**src/rtl/bsram_pkg.sv**
```systemverilog
package bsram_pkg;
    localparam int BEATS      = 4;
    localparam int BEAT_IDX_W = $clog2(BEATS);

    typedef enum logic [2:0] {
        RD_IDLE, RD_B0, RD_B1, RD_B2, RD_B3
    } rd_state_e;

    typedef enum logic [2:0] {
        WR_IDLE, WR_W0, WR_W1, WR_W2, WR_W3
    } wr_state_e;
endpackage

```
**src/rtl/bsram_bank.sv**
```systemverilog
module bsram_bank #(
    parameter int ADDR_W = 4,
    parameter int BYTE_W = 9,
    parameter int BYTES  = 2
) (
    input  logic                      clk,
    input  logic                      we,
    input  logic [BYTES-1:0]          lane_en,
    input  logic [ADDR_W-1:0]         waddr,
    input  logic [BYTES*BYTE_W-1:0]   wdata,
    input  logic [ADDR_W-1:0]         raddr,
    output logic [BYTES*BYTE_W-1:0]   rdata
);
    localparam int DEPTH  = 1 << ADDR_W;
    localparam int DATA_W = BYTES * BYTE_W;

    logic [DATA_W-1:0] mem [DEPTH];

    always_ff @(posedge clk) begin
        if (we) begin
            for (int b = 0; b < BYTES; b++) begin
                if (lane_en[b]) begin
                    mem[waddr][b*BYTE_W +: BYTE_W] <= wdata[b*BYTE_W +: BYTE_W];
                end
            end
        end
    end

    assign rdata = mem[raddr];
endmodule

```
**src/rtl/bsram_rd_ctrl.sv**
```systemverilog
module bsram_rd_ctrl
    import bsram_pkg::*;
#(
    parameter int ADDR_W = 4
) (
    input  logic                  clk,
    input  logic                  rst_n,
    input  logic                  k_rise,
    input  logic                  rd_n,
    input  logic [ADDR_W-1:0]     addr,
    output logic                  beat_valid,
    output logic [BEAT_IDX_W-1:0] beat_idx,
    output logic [ADDR_W-1:0]     raddr
);
    rd_state_e         st, st_nx;
    logic              s1_v, s2_v;
    logic [ADDR_W-1:0] s1_a, s2_a, b_a;
    logic              accept, load;

    // A request is accepted only at a K rise and not right after another one.
    assign accept = k_rise && !rd_n && !s1_v;
    assign load   = k_rise && s2_v && (st == RD_IDLE || st == RD_B3);

    always_ff @(posedge clk) begin
        if (!rst_n) begin
            st   <= RD_IDLE;
            s1_v <= 1'b0;
            s2_v <= 1'b0;
            s1_a <= '0;
            s2_a <= '0;
            b_a  <= '0;
        end else begin
            st <= st_nx;
            if (k_rise) begin
                s1_v <= accept;
                s1_a <= addr;
                s2_v <= s1_v;
                s2_a <= s1_a;
            end
            if (load) begin
                b_a <= s2_a;
            end
        end
    end

    always_comb begin
        st_nx = st;
        unique case (st)
            RD_IDLE: st_nx = load ? RD_B0 : RD_IDLE;
            RD_B0:   st_nx = RD_B1;
            RD_B1:   st_nx = RD_B2;
            RD_B2:   st_nx = RD_B3;
            RD_B3:   st_nx = load ? RD_B0 : RD_IDLE;
            default: st_nx = RD_IDLE;
        endcase
    end

    always_comb begin
        beat_valid = 1'b1;
        beat_idx   = '0;
        unique case (st)
            RD_B0:   beat_idx = BEAT_IDX_W'(0);
            RD_B1:   beat_idx = BEAT_IDX_W'(1);
            RD_B2:   beat_idx = BEAT_IDX_W'(2);
            RD_B3:   beat_idx = BEAT_IDX_W'(3);
            default: beat_valid = 1'b0;
        endcase
    end

    assign raddr = b_a;
endmodule

```
**src/rtl/bsram_wr_ctrl.sv**
```systemverilog
module bsram_wr_ctrl
    import bsram_pkg::*;
#(
    parameter int ADDR_W = 4,
    parameter int BYTES  = 2
) (
    input  logic              clk,
    input  logic              rst_n,
    input  logic              k_rise,
    input  logic              wr_n,
    input  logic [ADDR_W-1:0] addr,
    input  logic [BYTES-1:0]  bw_n,
    output logic [BEATS-1:0]  bank_we,
    output logic [ADDR_W-1:0] waddr,
    output logic [BYTES-1:0]  lane_en
);
    wr_state_e         st, st_nx;
    logic [ADDR_W-1:0] wa_q;
    logic              accept;

    assign accept = k_rise && !wr_n && (st == WR_IDLE || st == WR_W3);

    always_ff @(posedge clk) begin
        if (!rst_n) begin
            st   <= WR_IDLE;
            wa_q <= '0;
        end else begin
            st <= st_nx;
            if (st == WR_W0) begin
                wa_q <= addr;
            end
        end
    end

    always_comb begin
        st_nx = st;
        unique case (st)
            WR_IDLE: st_nx = accept ? WR_W0 : WR_IDLE;
            WR_W0:   st_nx = WR_W1;
            WR_W1:   st_nx = WR_W2;
            WR_W2:   st_nx = WR_W3;
            WR_W3:   st_nx = accept ? WR_W0 : WR_IDLE;
            default: st_nx = WR_IDLE;
        endcase
    end

    always_comb begin
        bank_we = '0;
        unique case (st)
            WR_W0:   bank_we[0] = 1'b1;
            WR_W1:   bank_we[1] = 1'b1;
            WR_W2:   bank_we[2] = 1'b1;
            WR_W3:   bank_we[3] = 1'b1;
            default: bank_we = '0;
        endcase
        // The write address arrives on the half after the select.
        waddr   = (st == WR_W0) ? addr : wa_q;
        lane_en = ~bw_n;
    end
endmodule

```
**src/rtl/bsram_sep.sv**
```systemverilog
module bsram_sep
    import bsram_pkg::*;
#(
    parameter int ADDR_W = 4,
    parameter int BYTE_W = 9,
    parameter int BYTES  = 2
) (
    input  logic                     clk,
    input  logic                     rst_n,
    output logic                     k_high,
    input  logic                     rd_n,
    input  logic                     wr_n,
    input  logic [ADDR_W-1:0]        addr,
    input  logic [BYTES*BYTE_W-1:0]  wr_data,
    input  logic [BYTES-1:0]         bw_n,
    output logic                     rd_valid,
    output logic [BYTES*BYTE_W-1:0]  rd_q
);
    localparam int DATA_W = BYTES * BYTE_W;

    logic                  kph;
    logic                  k_rise;
    logic                  beat_valid;
    logic [BEAT_IDX_W-1:0] beat_idx;
    logic [ADDR_W-1:0]     raddr, waddr;
    logic [BEATS-1:0]      bank_we;
    logic [BYTES-1:0]      lane_en;
    logic [DATA_W-1:0]     bank_q [BEATS];

    always_ff @(posedge clk) begin
        if (!rst_n) kph <= 1'b0;
        else        kph <= ~kph;
    end
    assign k_rise = ~kph;
    assign k_high = kph;

    bsram_rd_ctrl #(.ADDR_W(ADDR_W)) u_rd (
        .clk(clk), .rst_n(rst_n), .k_rise(k_rise), .rd_n(rd_n), .addr(addr),
        .beat_valid(beat_valid), .beat_idx(beat_idx), .raddr(raddr)
    );

    bsram_wr_ctrl #(.ADDR_W(ADDR_W), .BYTES(BYTES)) u_wr (
        .clk(clk), .rst_n(rst_n), .k_rise(k_rise), .wr_n(wr_n), .addr(addr),
        .bw_n(bw_n), .bank_we(bank_we), .waddr(waddr), .lane_en(lane_en)
    );

    for (genvar g = 0; g < BEATS; g++) begin : g_bank
        bsram_bank #(.ADDR_W(ADDR_W), .BYTE_W(BYTE_W), .BYTES(BYTES)) u_bank (
            .clk(clk), .we(bank_we[g]), .lane_en(lane_en), .waddr(waddr),
            .wdata(wr_data), .raddr(raddr), .rdata(bank_q[g])
        );
    end

    always_comb begin
        rd_valid = beat_valid;
        rd_q     = beat_valid ? bank_q[beat_idx] : '0;
    end
endmodule

```
**config.mk**
```make
export PLATFORM = sky130hd
export DESIGN_NAME = bsram_sep
export DESIGN_NICKNAME = d
export VERILOG_FILES = /design/src/rtl/bsram_pkg.sv /design/src/rtl/bsram_bank.sv /design/src/rtl/bsram_rd_ctrl.sv /design/src/rtl/bsram_wr_ctrl.sv /design/src/rtl/bsram_sep.sv
export SDC_FILE = /design/constraint.sdc
export NUM_CORES = 1
export LEC_CHECK = 0
export BUFFER_PORTS_ARGS = -buffer_cell sky130_fd_sc_hd__buf_2
export CAP_MARGIN = 10
export CORE_ASPECT_RATIO = 1.25
export CORE_MARGIN = 5
export CORE_UTILIZATION = 35
export DETAILED_ROUTE_END_ITERATION = 10
export PLACE_DENSITY = 0.59
export SYNTH_ARGS = -nofsm -noshare
export SYNTH_HDL_FRONTEND = slang
export SYNTH_SLANG_ARGS = --single-unit
export TNS_END_PERCENT = 30
```
**constraint.sdc**
```tcl
create_clock -name clk -period 7.8 [get_ports clk]
set_clock_uncertainty 0.15 [all_clocks]
set_input_delay 0.39 -clock clk [delete_from_list [all_inputs] [get_ports clk]]
set_output_delay 0.39 -clock clk [all_outputs]
set_load 0.03 [all_outputs]
```
==> results.toml <==
[setup_path]
cp-start-kind = "register"
reg2reg_slack_ns = 3.54
crit_path_top_delay_cell = "dfxtp_4"
end_kind = "primary output"
worstSetupPathType = "reg2out"
critPathRequiredTime_ns = 7.26
r2r_start = "u_wr.st[0]"
cp-endpoint = "rd_q[6]"
arrival_ns = 4.33
worstReg2RegEnd = "g_bank[2].u_bank.mem[2][17]"
rr_worst_depth = 5
cp_max_fo = 52
max_stage_delay_ns = 0.95
crit_chain = "buf_4, mux4_2, mux2i_1, nor2_1, or4_1, o22a_1, buf_2"

[yosys]
synth.net_count = 2069
ys.warnings.count = 0
syn_inst = 2041
synth_area_um2 = 45500
synth_ff_type = "edfxtp_1"
yosys.cell_types.count = 37
synthTopCellsByArea = "edfxtp_1 (76%), mux4_2 (16%), nor2_1 (1.4%)"
async_flop_share_pct = 0
avgSynthCellArea_um2 = 22.3
yosysSeqAreaShare_pct = 77.4
synth_edf_count = 1152
synth_seq_cells = 1181
yosysTopAreaCell = "edfxtp_1"
synth_top_area_share_pct = 76.1

[floorplanning]
coreArea_um2 = 129000
dieArea_um2 = 137000
die_w_um = 332
start_util_pct = 35.3
std_cell_rows = 147
dieHeight_um = 413
io_pins = 48

[clocking]
cts_root_buf = "clkbuf_16"
clkSlewWorstSetupHoldPaths_ns = 0.06
post_cts_resized = 0
hold_buffers = 13
cts_tree = "done"
cts_made_buffers = 104
clk_latency_ns = 0.71
clock-sinks = 1181
clockBufferDepth = 3
cts_htree_levels = 3
postCtsSetupRepairBufs = 0

[timing]
max_clock_freq_mhz = 205
holdWs_ns = 0.0641
setup_tns_ns = 0
rsz0062_at_grt = "false"
slew_headroom_pct = 17.0
hold_viol = 0
tightest_slew_ns = 1.24
setup_viol = 0
finalCritPeriodShare_pct = 62.4
timing.final.crit_period_ns = 4.87
finalMaxSlewViolations = 0

[pwr]
peakVddDrop_mv = 0.168
clock_power_share_pct = 41.8
pwr-share-comb_pct = 2.6
power_leakage_nw = 15.2
p_int_mw = 10.0
seqPwrFrac_pct = 55.6
swShare_pct = 20.2
p_sw_mw = 2.54
pwr_density_cell_nw_per_um2 = 244
finalPower_mw = 12.6

[global_route]
grt_start_max_net_pins = 102
grt_pass1_vias = 22000
overflow = 0
grt_antenna_before_repair = 4
grt_pass1_wl_mm = 157
grt_use_total_pct = 15.7

[route]
drt_iter0_drc = 2012
drtAntennaViolNets = 0
vias_per_cell = 5.34
drt-total-wl_mm = 109
vias = 21100
first_pass_iters = 5
wl_per_cell_um = 27.5
drc = 0

[placement]
place_congestion = 0.825
portBuffers = 47
dp_hpwl_mm = 66.1

[cells_and_area]
nets = 2172
final_common_cell = "edfxtp_1"
syn_to_final_growth_pct = 13.3
utilization_pct = 40.0
mostFrequentLayoutCells = "edfxtp_1 (1152), mux4_2 (321), nor2_1 (165), clkbuf_16 (104), mux2i_1 (56)"
drive_gt1_share_pct = 25.8

[worst_hold_path]
min_path_type = "in2reg"
hold_depth = 1

[status]
status = "finished, final reports clean"

[flow_run]
maxCapViolations = 0
cell families (layout without fill, tap and decap cells):
logic type	Yosys count	in the layout	share of synthesized area, %
flops	1181	1181	77.4
compound gates	90	90	1.51
simple gates	275	275	2.73
buf+inv	115	305	1.19
other cells	0	2	0
xor+xnor	3	3	0.0578
mux	377	377	17.1
cell type report:
cell class | count | area, um^2
fill | 11300 | 77300
sequential | 1181 | 35200
multi-input combinational | 745 | 9750
clock buffer | 117 | 2660
tap | 1713 | 2140
timing repair buffer | 109 | 925
clock inverter | 76 | 802
inverter | 3 | 11.3
antenna | 2 | 5.00
power groups by stage:
stage,registers (mW),logic [mW],clock network [mW]
after floorplan,7.12,0.121,0
after global placement,7.13,0.297,0
after detailed placement,7.13,0.309,0
after CTS,6.99,0.315,5.34
after global routing,6.99,0.343,5.60
final,6.99,0.325,5.25
flip-flops by register name (all words and copies together) (netlist names), named ones only:
| signal | cells |
|---|---|
| u_rd.s2_a | 4 |
| u_rd.raddr | 4 |
| u_rd.s2_v | 1 |
| u_rd.s1_v | 1 |
| u_wr.wa_q | 4 |
| u_rd.s1_a | 4 |
| u_wr.st | 3 |
| g_bank.u_bank.mem | 1152 |
| u_rd.st | 3 |
| k_high | 1 |
critical path: cells and delay by family (launching register included):
family	cells	cell delay, ns
flops	1	0.95
simple gates	2	0.66
mux	2	0.82
compound gates	1	0.27
buf+inv	2	0.90
worst min-delay path by stage:
stage                                       end  slack, ns           from
floorplan                             u_rd.s2_v       0.33      u_rd.s2_v
global placement                       register       0.34  u_rd.raddr[1]
detailed placement                     register       0.36  u_rd.raddr[3]
CTS                 g_bank[2].u_bank.mem[13][2]       0.20     wr_data[2]
global route        g_bank[1].u_bank.mem[5][14]       0.05    wr_data[14]
finish              g_bank[1].u_bank.mem[5][14]       0.06    wr_data[14]
through the flow:
| stage | std cells | instance area, um^2 | worst slack [ns] |
|---|---|---|---|
| after floorplan | 2041 | 45500 | 4.77 |
| final | 3946 | 51500 | 2.93 |
| after detailed placement | 3724 | 47700 | 3.59 |
| after global placement | 3722 | 47600 | 3.27 |
| after global routing | 3944 | 51500 | 2.66 |
| after CTS | 3930 | 51300 | 2.82 |
synthesized netlist by cell type (all sizes together) (2+ instances only):
master,instances
nand2,28
edfxtp,1152
nor2,165
a21oi,15
dfxtp,29
nand2b,5
mux4,321
clkbuf,52
or4,15
o221ai,13
xnor2,2
a22oi,31
nand3,20
nor3b,3
inv,2
o31a,13
mux2i,56
buf,60
nor3,2
o22a,13
and2,5
nor2b,28
layer usage:
| layer | global-route usage, % | wire (um) | share of wire (%) | vias up |
|---|---|---|---|---|
| li1 | - | - | - | 8772 |
| met1 | 20.0 | 43000 | 40 | 11400 |
| met3 | 3.34 | 7040 | 6.5 | 149 |
| met5 | 0 | 34 | 0.031 | - |
| met4 | 3.79 | 2330 | 2.2 | 4 |
| met2 | 27.5 | 56200 | 52 | 718 |
Power figures use the tool's default switching activity.
